===== src/rtl/pkt_seq_pkg.sv =====
package pkt_seq_pkg;
  localparam int ADDR_W = 10;
  localparam int DATA_W = 8;

  // fixed FIFO and register locations
  localparam logic [ADDR_W-1:0] TX_HLEN_A = 10'h000;
  localparam logic [ADDR_W-1:0] TX_PLEN_A = 10'h001;
  localparam logic [ADDR_W-1:0] TX_PAY_A  = 10'h002;
  localparam logic [ADDR_W-1:0] RX_LEN_A  = 10'h300;
  localparam logic [ADDR_W-1:0] RX_PAY_A  = 10'h301;
  localparam logic [ADDR_W-1:0] TRIG_A    = 10'h01B;
  localparam logic [ADDR_W-1:0] STAT_A    = 10'h031;
  localparam int               STAT_BIT  = 3;

  typedef struct packed {
    logic              req;
    logic              lng;
    logic              wr;
    logic [ADDR_W-1:0] addr;
    logic [DATA_W-1:0] wdata;
  } acc_req_t;
endpackage


===== src/rtl/pkt_tx_ctrl.sv =====
module pkt_tx_ctrl
  import pkt_seq_pkg::*;
#(
  parameter int LEN_W = 8
) (
  input  logic              clk,
  input  logic              rst_n,
  input  logic              go,
  input  logic [LEN_W-1:0]  len,
  input  logic              byte_vld,
  input  logic [DATA_W-1:0] byte_in,
  output logic              byte_rdy,
  output acc_req_t          acc,
  input  logic              acc_done,
  output logic              busy,
  output logic              done
);
  typedef enum logic [2:0] {T_IDLE, T_HDR, T_LEN, T_GET, T_PUT, T_TRIG} tst_e;

  localparam logic [LEN_W-1:0] ONE = LEN_W'(1);

  tst_e              st_q, st_d;
  logic [LEN_W-1:0]  len_q, len_d;
  logic [LEN_W-1:0]  idx_q, idx_d;
  logic [DATA_W-1:0] byte_q, byte_d;
  logic              req_q, req_d;
  logic              done_q, done_d;
  logic              in_acc;

  assign in_acc = (st_q == T_HDR) || (st_q == T_LEN) || (st_q == T_PUT) || (st_q == T_TRIG);

  always_comb begin
    st_d   = st_q;
    len_d  = len_q;
    idx_d  = idx_q;
    byte_d = byte_q;
    req_d  = req_q;
    done_d = 1'b0;
    if (st_q == T_IDLE) begin
      if (go) begin
        len_d = len;
        idx_d = '0;
        st_d  = T_HDR;
      end
    end else if (st_q == T_GET) begin
      if (byte_vld) begin
        byte_d = byte_in;
        st_d   = T_PUT;
      end
    end else if (in_acc) begin
      if (!req_q) begin
        req_d = 1'b1;
      end else if (acc_done) begin
        req_d = 1'b0;
        case (st_q)
          T_HDR:   st_d = T_LEN;
          T_LEN:   st_d = (len_q == '0) ? T_TRIG : T_GET;
          T_PUT: begin
            idx_d = idx_q + ONE;
            st_d  = (idx_q == len_q - ONE) ? T_TRIG : T_GET;
          end
          T_TRIG: begin
            st_d   = T_IDLE;
            done_d = 1'b1;
          end
          default: st_d = T_IDLE;
        endcase
      end
    end
  end

  always_ff @(posedge clk or negedge rst_n) begin
    if (!rst_n) begin
      st_q   <= T_IDLE;
      len_q  <= '0;
      idx_q  <= '0;
      byte_q <= '0;
      req_q  <= 1'b0;
      done_q <= 1'b0;
    end else begin
      st_q   <= st_d;
      len_q  <= len_d;
      idx_q  <= idx_d;
      byte_q <= byte_d;
      req_q  <= req_d;
      done_q <= done_d;
    end
  end

  always_comb begin
    acc.req   = req_q;
    acc.wr    = 1'b1;
    acc.lng   = (st_q != T_TRIG);
    acc.addr  = TX_HLEN_A;
    acc.wdata = '0;
    case (st_q)
      T_LEN: begin
        acc.addr  = TX_PLEN_A;
        acc.wdata = DATA_W'(len_q);
      end
      T_PUT: begin
        acc.addr  = TX_PAY_A + ADDR_W'(idx_q);
        acc.wdata = byte_q;
      end
      T_TRIG: begin
        acc.addr  = TRIG_A;
        acc.wdata = DATA_W'(1);
      end
      default: ;
    endcase
  end

  assign byte_rdy = (st_q == T_GET);
  assign busy     = (st_q != T_IDLE);
  assign done     = done_q;
endmodule


===== src/rtl/pkt_rx_ctrl.sv =====
module pkt_rx_ctrl
  import pkt_seq_pkg::*;
#(
  parameter int LEN_W   = 8,
  parameter int MAX_LEN = 16
) (
  input  logic              clk,
  input  logic              rst_n,
  input  logic              go,
  output acc_req_t          acc,
  input  logic              acc_done,
  input  logic [DATA_W-1:0] acc_rdata,
  output logic              busy,
  output logic              out_vld,
  output logic [DATA_W-1:0] out_data,
  output logic              out_last,
  output logic              done,
  output logic [LEN_W-1:0]  rep_len,
  output logic [DATA_W-1:0] lqi,
  output logic [DATA_W-1:0] rssi
);
  typedef enum logic [2:0] {R_IDLE, R_STAT, R_LEN, R_LQI, R_RSSI, R_PAY} rst_e;

  localparam logic [LEN_W:0]   MAXV = (LEN_W+1)'(MAX_LEN);
  localparam logic [LEN_W-1:0] ONE  = LEN_W'(1);

  rst_e              st_q, st_d;
  logic [LEN_W-1:0]  plen_q, plen_d;
  logic [LEN_W-1:0]  idx_q, idx_d;
  logic              req_q, req_d;
  logic              done_q, done_d;
  logic              vld_q, vld_d;
  logic              last_q, last_d;
  logic [DATA_W-1:0] data_q, data_d;
  logic [LEN_W-1:0]  rlen_q, rlen_d;
  logic [DATA_W-1:0] lqi_q, lqi_d;
  logic [DATA_W-1:0] rssi_q, rssi_d;
  logic              fits;
  logic              keep;
  logic [LEN_W-1:0]  last_idx;

  assign fits     = ({1'b0, plen_q} < MAXV);
  assign keep     = ({1'b0, idx_q} < MAXV);
  assign last_idx = fits ? (plen_q - ONE) : LEN_W'(MAX_LEN - 1);

  always_comb begin
    st_d   = st_q;
    plen_d = plen_q;
    idx_d  = idx_q;
    req_d  = req_q;
    done_d = 1'b0;
    vld_d  = 1'b0;
    last_d = 1'b0;
    data_d = data_q;
    rlen_d = rlen_q;
    lqi_d  = lqi_q;
    rssi_d = rssi_q;
    if (st_q == R_IDLE) begin
      if (go) st_d = R_STAT;
    end else if (!req_q) begin
      req_d = 1'b1;
    end else if (acc_done) begin
      req_d = 1'b0;
      case (st_q)
        R_STAT: begin
          if (acc_rdata[STAT_BIT]) begin
            st_d = R_LEN;
          end else begin
            st_d   = R_IDLE;
            done_d = 1'b1;
            rlen_d = '0;
            lqi_d  = '0;
            rssi_d = '0;
          end
        end
        R_LEN: begin
          plen_d = LEN_W'(acc_rdata);
          st_d   = R_LQI;
        end
        R_LQI: begin
          lqi_d = acc_rdata;
          st_d  = R_RSSI;
        end
        R_RSSI: begin
          rssi_d = acc_rdata;
          idx_d  = '0;
          if (plen_q == '0) begin
            st_d   = R_IDLE;
            done_d = 1'b1;
            rlen_d = '0;
          end else begin
            st_d = R_PAY;
          end
        end
        R_PAY: begin
          if (keep) begin
            vld_d  = 1'b1;
            data_d = acc_rdata;
            last_d = (idx_q == last_idx);
          end
          idx_d = idx_q + ONE;
          if (idx_q == plen_q - ONE) begin
            st_d   = R_IDLE;
            done_d = 1'b1;
            rlen_d = fits ? plen_q : '0;
          end
        end
        default: st_d = R_IDLE;
      endcase
    end
  end

  always_ff @(posedge clk or negedge rst_n) begin
    if (!rst_n) begin
      st_q   <= R_IDLE;
      plen_q <= '0;
      idx_q  <= '0;
      req_q  <= 1'b0;
      done_q <= 1'b0;
      vld_q  <= 1'b0;
      last_q <= 1'b0;
      data_q <= '0;
      rlen_q <= '0;
      lqi_q  <= '0;
      rssi_q <= '0;
    end else begin
      st_q   <= st_d;
      plen_q <= plen_d;
      idx_q  <= idx_d;
      req_q  <= req_d;
      done_q <= done_d;
      vld_q  <= vld_d;
      last_q <= last_d;
      data_q <= data_d;
      rlen_q <= rlen_d;
      lqi_q  <= lqi_d;
      rssi_q <= rssi_d;
    end
  end

  always_comb begin
    acc.req   = req_q;
    acc.wr    = 1'b0;
    acc.wdata = '0;
    acc.lng   = (st_q != R_STAT);
    case (st_q)
      R_STAT:  acc.addr = STAT_A;
      R_LEN:   acc.addr = RX_LEN_A;
      R_LQI:   acc.addr = RX_PAY_A + ADDR_W'(plen_q);
      R_RSSI:  acc.addr = RX_PAY_A + ADDR_W'(plen_q) + ADDR_W'(1);
      R_PAY:   acc.addr = RX_PAY_A + ADDR_W'(idx_q);
      default: acc.addr = '0;
    endcase
  end

  assign busy     = (st_q != R_IDLE);
  assign out_vld  = vld_q;
  assign out_data = data_q;
  assign out_last = last_q;
  assign done     = done_q;
  assign rep_len  = rlen_q;
  assign lqi      = lqi_q;
  assign rssi     = rssi_q;
endmodule


===== src/rtl/pkt_acc_mux.sv =====
module pkt_acc_mux
  import pkt_seq_pkg::*;
(
  input  acc_req_t          tx_acc,
  input  acc_req_t          rx_acc,
  input  logic              sel_rx,
  input  logic              done_in,
  output logic              tx_done,
  output logic              rx_done,
  output logic              req,
  output logic              lng,
  output logic              wr,
  output logic [ADDR_W-1:0] addr,
  output logic [DATA_W-1:0] wdata
);
  acc_req_t pick;

  assign pick    = sel_rx ? rx_acc : tx_acc;
  assign req     = pick.req;
  assign lng     = pick.lng;
  assign wr      = pick.wr;
  assign addr    = pick.addr;
  assign wdata   = pick.wdata;
  assign tx_done = done_in & ~sel_rx;
  assign rx_done = done_in & sel_rx;
endmodule


===== src/rtl/pkt_fifo_seq.sv =====
module pkt_fifo_seq
  import pkt_seq_pkg::*;
#(
  parameter int LEN_W   = 8,
  parameter int MAX_LEN = 16
) (
  input  logic              clk,
  input  logic              rst_n,
  input  logic              tx_start,
  input  logic [LEN_W-1:0]  tx_len,
  input  logic              tx_valid,
  input  logic [DATA_W-1:0] tx_data,
  output logic              tx_ready,
  output logic              tx_done,
  input  logic              rx_poll,
  output logic              rx_valid,
  output logic [DATA_W-1:0] rx_data,
  output logic              rx_last,
  output logic              rx_done,
  output logic [LEN_W-1:0]  rx_len,
  output logic [DATA_W-1:0] rx_lqi,
  output logic [DATA_W-1:0] rx_rssi,
  output logic              busy,
  output logic              acc_req,
  output logic              acc_long,
  output logic              acc_wr,
  output logic [ADDR_W-1:0] acc_addr,
  output logic [DATA_W-1:0] acc_wdata,
  input  logic              acc_done,
  input  logic [DATA_W-1:0] acc_rdata
);
  logic [1:0] rst_sync_q;
  logic       rst_i_n;
  logic       tx_busy, rx_busy;
  logic       tx_go, rx_go;
  logic       tx_ack, rx_ack;
  acc_req_t   tx_acc, rx_acc;

  always_ff @(posedge clk or negedge rst_n) begin
    if (!rst_n) rst_sync_q <= 2'b00;
    else        rst_sync_q <= {rst_sync_q[0], 1'b1};
  end
  assign rst_i_n = rst_sync_q[1];

  assign busy  = tx_busy | rx_busy;
  assign tx_go = tx_start & ~busy;
  assign rx_go = rx_poll & ~busy & ~tx_start;

  pkt_tx_ctrl #(.LEN_W(LEN_W)) u_tx (
    .clk      (clk),
    .rst_n    (rst_i_n),
    .go       (tx_go),
    .len      (tx_len),
    .byte_vld (tx_valid),
    .byte_in  (tx_data),
    .byte_rdy (tx_ready),
    .acc      (tx_acc),
    .acc_done (tx_ack),
    .busy     (tx_busy),
    .done     (tx_done)
  );

  pkt_rx_ctrl #(.LEN_W(LEN_W), .MAX_LEN(MAX_LEN)) u_rx (
    .clk       (clk),
    .rst_n     (rst_i_n),
    .go        (rx_go),
    .acc       (rx_acc),
    .acc_done  (rx_ack),
    .acc_rdata (acc_rdata),
    .busy      (rx_busy),
    .out_vld   (rx_valid),
    .out_data  (rx_data),
    .out_last  (rx_last),
    .done      (rx_done),
    .rep_len   (rx_len),
    .lqi       (rx_lqi),
    .rssi      (rx_rssi)
  );

  pkt_acc_mux u_mux (
    .tx_acc  (tx_acc),
    .rx_acc  (rx_acc),
    .sel_rx  (rx_busy),
    .done_in (acc_done),
    .tx_done (tx_ack),
    .rx_done (rx_ack),
    .req     (acc_req),
    .lng     (acc_long),
    .wr      (acc_wr),
    .addr    (acc_addr),
    .wdata   (acc_wdata)
  );
endmodule


===== config.mk =====
export PLATFORM = sky130hd
export DESIGN_NAME = pkt_fifo_seq
export DESIGN_NICKNAME = d
export VERILOG_FILES = /design/src/rtl/pkt_seq_pkg.sv /design/src/rtl/pkt_tx_ctrl.sv /design/src/rtl/pkt_rx_ctrl.sv /design/src/rtl/pkt_acc_mux.sv /design/src/rtl/pkt_fifo_seq.sv
export SDC_FILE = /design/constraint.sdc
export NUM_CORES = 1
export LEC_CHECK = 0
export ABC_AREA = 1
export BUFFER_PORTS_ARGS = -buffer_cell sky130_fd_sc_hd__buf_2
export CELL_PAD_IN_SITES_DETAIL_PLACEMENT = 1
export CELL_PAD_IN_SITES_GLOBAL_PLACEMENT = 1
export CORE_UTILIZATION = 46
export CTS_BUF_LIST = sky130_fd_sc_hd__clkbuf_2 sky130_fd_sc_hd__clkbuf_4 sky130_fd_sc_hd__clkbuf_8
export CTS_CLUSTER_DIAMETER = 120
export DETAILED_ROUTE_END_ITERATION = 10
export GPL_TIMING_DRIVEN = 0
export PLACE_DENSITY_LB_ADDON = 0.12
export SYNTH_ARGS = -nofsm -noshare
export SYNTH_HDL_FRONTEND = slang
export SYNTH_HIERARCHICAL = 1
export SYNTH_SLANG_ARGS = --single-unit

===== constraint.sdc =====
create_clock -name clk -period 4 [get_ports clk]
set_clock_uncertainty 0.2 [all_clocks]
set_input_delay 0.2 -clock clk [delete_from_list [all_inputs] [get_ports clk]]
set_output_delay 0.2 -clock clk [all_outputs]
set_load 0.1 [all_outputs]

==> results by group, run 1 <==
Outcome
  – Status: complete, no violations

Yosys
  – Syn Inst Count: 794
  – Sequential area share after synthesis: 37.5%
  – Post-synth EDFFs: 0
  – Ys flop type: dfrtp_1
  – Top cells by area, synth: dfrtp_1 38%, nand2_1 16%, inv_1 6.3%, o21ai_0 5.3%, nand3_1 4.2%
  – Post-synth cell types: 47
  – Top-count cell post-synth: nand2_1
  – Mapped Area: 5740 sq um
  – Warning count from the yosys run: 6
  – Share of flip-flops with an asynchronous set or reset: 100%
  – Cell taking the most area after synthesis: dfrtp_1
  – Syn Area/Cell: 7.23 sq um
  – Top cell type's share of synthesized area: 37.5%
  – Synth cell count leaders: 238 x nand2_1, 97 x inv_1, 86 x dfrtp_1
  – #FFs+latches synth: 86

Floorplan
  – Core Rows: 40
  – Die Ht: 114 um
  – Die area: 12,900 sq um
  – Core area: 12,100 sq um
  – Boundary pin count: 89
  – Initial Utilization: 47.6%
  – DIE WIDTH: 114 um

Setup path
  – FF-to-FF Start: u_rx/st_q[2]
  – Startpoint Class: register
  – Worst R2R Setup Slack: 1260 ps
  – Crit end category: output pin
  – Crit path max fanout: 6
  – Worst path required time: 3600 ps
  – Critical path destination: acc_addr[7]
  – R2r worst-path depth: 12
  – Critical path origin: u_rx/plen_q[1]
  – FF-to-FF End: u_tx/len_q[2]
  – CP arrival: 2980 ps
  – Crit Path Category: register to output pin

Global route
  – Largest net degree at the start of global routing: 48
  – First-pass GRT wire length: 31,700 um
  – Vias in the first global route: 6,165
  – GRT Resource Usage Total: 32.0%
  – Initial antenna violation count: 1
  – Total gr overflow: 0

Timing
  – Final setup fails: 0
  – Final slew viol count: 0
  – Measured slew at the worst slew-check pin: 608 ps
  – Final Critical Period: 3380 ps
  – Sum of negative setup slack: 0 ps
  – Hold Vio Cnt, Final: 0
  – RSZ-0062 raised after global routing: no
  – Max Clk Rate: 296 MHz
  – Fin crit share: 84.4%
  – Max-slew headroom: 59.1%

Placement
  – GPL Wtd Cong: 0.896
  – Post-Place Cells: 1,059
  – # port buffers: 88
  – Hpwl dp: 13,900 um

Flow run
  – Max_cap viols: 0

Cells and area
  – Post-Layout Cell Count: 1,101
  – Post-layout nets: 966
  – Antenna Cells: 0
  – Fillers: 1,581
  – Area Overhead vs Synth: 20.5%
  – Layout cells sized above 1: 22.5%

Detailed routing
  – DR WL/cell: 17.6 um
  – DRC Markers: 0
  – Total routed wirelength: 19,300 um
  – Average via count per standard cell: 5.27
  – ANT nets after route: 0
  – Total number of vias: 5,804
  – First-pass iteration count of the detailed router: 4
  – First-iteration detailed-routing DRC count: 283

Clock tree
  – Sink Count: 86
  – Clock transition at path regs: 100 ps
  – CTS Root Cell: clkbuf_8
  – Clk buf depth: 2
  – Worst skew pair latency: 390 ps
  – CTS tree: done
  – H-tree depth: 3
  – TritonCTS buffer count: 9

Worst hold path
  – Tightest Hold Check Type: input port to register
worst min path at each step:
stage          slack, ps  cells after the start         start                to
4_1_cts               30                      3  acc_rdata[3]  u_rx/out_data[3]
6_report              30                      3  acc_rdata[3]  u_rx/out_data[3]
3_3_place_gp        -220                      1         rst_n     rst_sync_q[0]
2_1_floorplan       -300                      0         rst_n     rst_sync_q[0]
5_1_grt               50                      3      tx_valid    u_tx/byte_q[7]
3_5_place_dp        -210                      1         rst_n     rst_sync_q[0]
through the flow:
| stage | worst slack, ps | util [%] | hold slack (ps) | area [sq um] |
|---|---|---|---|---|
| 3_5_place_dp | 1070 | 53.5 | -213 | 6450 |
| 5_1_grt | 371 | 57.3 | 47.2 | 6920 |
| 6_report | 624 | 57.3 | 30.2 | 6920 |
| 3_3_place_gp | 248 | 53.2 | -215 | 6420 |
| 2_1_floorplan | 1230 | - | -296 | 5770 |
| 4_1_cts | 625 | 57.3 | 28.9 | 6920 |
cell families (layout without fill, tap and decap cells):
| group | after synthesis | in the layout | share of synthesized area, % |
|---|---|---|---|
| and+or+nand+nor | 409 | 409 | 32.8 |
| DFF | 86 | 86 | 37.5 |
| adders and majority gates | 8 | 8 | 1.74 |
| AOI/OAI and AO/OA | 121 | 121 | 12.3 |
| buffers and inverters | 145 | 276 | 11.6 |
| other | 4 | 12 | 0.262 |
| xor gates and xnor gates | 13 | 13 | 2.25 |
| muxes | 8 | 8 | 1.57 |
registers in the layout, indices dropped and copies added, names as in the netlist:
register	count
u_tx/byte_q	8
u_rx/req_q	1
u_rx/rssi	8
u_tx/len_q	8
u_rx/plen_q	8
u_tx/idx_q	8
u_tx/st_q	3
u_rx/st_q	3
u_rx/lqi	8
u_tx/req_q	1
u_tx/done	1
u_rx/out_data	8
u_rx/idx_q	8
u_rx/out_vld	1
rst_sync_q	2
u_rx/out_last	1
u_rx/rep_len	8
u_rx/done	1
routing by layer:
| metal | vias to the layer above | global-route usage [%] | share of wire, % |
|---|---|---|---|
| met5 | - | 0 | 0 |
| met1 | 2838 | 41.8 | 45 |
| met2 | 159 | 53.7 | 48 |
| met3 | 34 | 5.37 | 5.1 |
| met4 | 0 | 11.3 | 2.3 |
| li1 | 2773 | - | - |
worst max-delay path, stage by stage, from the launching register on:
cell and delay, ps:
dfrtp_1 550, inv_1 150, ha_1 340, nand2_1 110, nor3_2 220, nand2_1 90, nor2_2 160, a21oi_1 90
or2_1 230, nand3_1 100, nand2_1 60, nand2_1 70, buf_2 420
layout make-up:
type                       instances  area (sq um)  share of cell area, %
timing repair buffer             115           728                   10.5
clock buffer                       9           124                   1.79
inverter                         117           452                   6.53
multi-input combinational        571          2950                   42.7
buffer                            28           211                   3.06
clock inverter                     7          82.6                   1.19
tap                              168           210                   3.04
sequential                        86          2160                   31.2
cells in the final DEF, fill, tap and decap left out, drive strengths merged:
cell type,n
o2111ai,2
ha,8
dfrtp,86
nor3b,1
o22ai,16
o21ai,71
nor4,1
xor2,9
clkbuf,11
nor3,14
bufinv,1
nor2,78
clkinvlp,2
dlygate4sd3,26
nand4,5
o21a,1
conb,12
clkinv,2
nand3,52
a31oi,1
a22o,2
or2,2
o211ai,6
mux2,8
a21oi,18
xnor2,4
nand3b,1
o31ai,4
buf,115
nand2,255
inv,119
timing repair:
item,4_1_cts,5_1_grt
hold buffers,26,0
setup buffers,0,0
hold endpoints to repair,43,0
resized for setup,0,0
Power of run 1 is left out: the tool's default activity adds up to more than one toggle a clock period on the data nets, which glitch-free logic cannot reach.
==> run 2: changes to the inputs <==
--- a/config.mk
+++ b/config.mk
@@ -9,7 +9,7 @@
 export BUFFER_PORTS_ARGS = -buffer_cell sky130_fd_sc_hd__buf_2
 export CELL_PAD_IN_SITES_DETAIL_PLACEMENT = 1
 export CELL_PAD_IN_SITES_GLOBAL_PLACEMENT = 1
-export CORE_UTILIZATION = 46
+export CORE_UTILIZATION = 39
 export CTS_BUF_LIST = sky130_fd_sc_hd__clkbuf_2 sky130_fd_sc_hd__clkbuf_4 sky130_fd_sc_hd__clkbuf_8
 export CTS_CLUSTER_DIAMETER = 120
 export DETAILED_ROUTE_END_ITERATION = 10
==> constraint.sdc (replaced) <==
create_clock -name clk -period 3.1 [get_ports clk]
set_clock_uncertainty 0.2 [all_clocks]
set_input_delay 0.155 -clock clk [delete_from_list [all_inputs] [get_ports clk]]
set_output_delay 0.155 -clock clk [all_outputs]
set_load 0.1 [all_outputs]
==> results by group, run 2 (same netlist as run 1, synthesis figures left out) <==
Detailed routing
  – DRC Markers: 0 (unchanged)
  – ANT nets after route: 0 (unchanged)
  – Total number of vias: 5,697 (-1.8%)
  – Total routed wirelength: 18,700 um (-3.1%)
  – First-iteration detailed-routing DRC count: 260 (-8.1%)
  – First-pass iteration count of the detailed router: 5 (+1)
  – Average via count per standard cell: 5.05 (-4.3%)
  – DR WL/cell: 16.6 um (-5.5%)

Clock tree
  – Clock transition at path regs: 100 ps (about the same)
  – CTS Root Cell: clkbuf_8
  – Sink Count: 86 (unchanged)
  – CTS tree: done
  – H-tree depth: 3 (unchanged)
  – Worst skew pair latency: 390 ps (about the same)
  – TritonCTS buffer count: 9 (unchanged)
  – Clk buf depth: 2 (unchanged)

Timing
  – Fin crit share: 95.3%
  – Final setup fails: 0 (unchanged)
  – Hold Vio Cnt, Final: 0 (unchanged)
  – Final Critical Period: 2950 ps
  – Final slew viol count: 0 (unchanged)
  – Max-slew headroom: 62.6% (+3.5 points)
  – Max Clk Rate: 339 MHz
  – Final WS setup: 147 ps (-477 ps)
  – Measured slew at the worst slew-check pin: 556 ps (-52.2 ps)
  – RSZ-0062 raised after global routing: yes

Floorplan
  – Die area: 15,200 sq um (+18%)
  – Die Ht: 123 um (+8.5%)
  – DIE WIDTH: 123 um (+8.5%)
  – Boundary pin count: 89 (unchanged)
  – Core area: 14,100 sq um (+17%)
  – Initial Utilization: 40.7% (-6.9 points)
  – Core Rows: 43 (+7.5%)

Global route
  – Initial antenna violation count: 1 (unchanged)
  – Largest net degree at the start of global routing: 48 (unchanged)
  – Vias in the first global route: 5,968 (-3.2%)
  – GRT Resource Usage Total: 26.2% (-5.8 points)
  – First-pass GRT wire length: 30,400 um (-4.2%)
  – Total gr overflow: 0 (unchanged)

Cells and area
  – Layout cells sized above 1: 23.3% (+0.80 points)
  – Multi-input gate area: 2980 sq um (+0.85%)
  – Commonest non-fill, non-tap cells in the layout: 238 x nand2_1, 96 x inv_1, 86 x buf_2
  – Fillers: 1,843 (+17%)
  – Commonest non-fill, non-tap cell in the layout: nand2_1
  – Sequential Area: 2160 sq um (about the same)
  – Area Overhead vs Synth: 24.8%
  – Post-layout nets: 981 (+1.6%)

Outcome
  – Status: complete, no violations

Flow run
  – Max_cap viols: 0 (unchanged)

Setup path
  – Startpoint Class: register
  – R2r worst-path depth: 12 (unchanged)
  – Crit path max fanout: 6 (unchanged)
  – CP arrival: 2600 ps (-380 ps)
  – FF-to-FF End: u_rx/rssi[1]
  – Worst R2R Setup Slack: 360 ps (-900 ps)
  – FF-to-FF Start: u_rx/st_q[2]
  – Crit Path Category: register to output pin
  – Worst path required time: 2740 ps (-860 ps)
  – Crit end category: output pin

Placement
  – Hpwl dp: 13,900 um (+0.31%)
  – Worst Setup Slack post-DPL: 239 ps (-828 ps)
  – GPL Wtd Cong: 0.904 (+0.90%)
  – # port buffers: 88 (unchanged)

Worst hold path
  – Tightest Hold Check Type: register to asynchronous set/reset pin
-- run 2: cell count changes in the layout (fill, tap and decap cells not counted), moves of 2 or more --
cell / previous run / this run
dlygate4sd3_1: 26 / 35
buf_4: 17 / 24
buf_2: 92 / 86
buf_6: 5 / 8
clkinvlp_4: 2 / 0
-- run 2: stage by stage --
step | hold slack, ps | TNS (ps) | instances | cell area [sq um] | util (%)
6_report | 115 | 0 | 1129 | 7160 | 50.8
5_1_grt | 175 | -46.3 | 1129 | 7160 | 50.8
4_1_cts | 1.38 | 0 | 1121 | 7050 | 50.0
3_5_place_dp | -258 | 0 | 1071 | 6460 | 45.9
3_3_place_gp | -260 | -65960 | 1070 | 6430 | 45.6
2_1_floorplan | -341 | 0 | 802 | 5770 | -
-- run 2: critical path: stages, from the launching register on --
cell and delay (ps):
dfrtp_2 470, ha_1 220, nand2_1 130, inv_1 100, nor3_2 220, nand2_1 100
nor2_2 180, a21oi_1 90, or2_1 230, nand3_1 70, nand2_1 80, nand2_1 130
buf_12 190
-- run 2: worst max path at each step --
stage	from	endpoint	slack, ps	depth (start not counted)
2_1_floorplan	rst_sync_q[1]	u_rx/done	330	0
3_3_place_gp	rst_sync_q[1]	u_rx/out_last	-790	0
3_5_place_dp	u_rx/plen_q[1]	acc_addr[6]	240	13
4_1_cts	u_rx/plen_q[0]	acc_addr[7]	0.5	13
5_1_grt	u_rx/plen_q[1]	acc_addr[8]	-30	14
6_report	u_rx/plen_q[1]	acc_addr[7]	150	12
-- run 2: repair_timing --
item / CTS / global route
setup buffers: 0 / 6
pin swaps: 0 / 2
resized for setup: 8 / 14
endpoints found under the hold margin: 48 / 1
hold buffers: 34 / 1
setup endpoints to repair: 6 / 7
-- run 2: routing by layer --
layer / share of wire [%] / track usage, % / up-vias
met4: 1.3 / 7.83 / 0
met5: 0 / 0 / -
met2: 48 / 43.3 / 107
met1: 47 / 35.7 / 2780
li1: - / - / 2792
met3: 3.5 / 3.37 / 18
-- run 2: cell type report --
class,count,area share [%]
clock inverter,7,1.45
tap,180,3.14
multi-input combinational,571,41.6
antenna,1,0.0349
buffer,28,3.00
clock buffer,9,1.73
timing repair buffer,130,12.6
sequential,86,30.1
inverter,117,6.31
Power of run 2 is left out for the same reason.
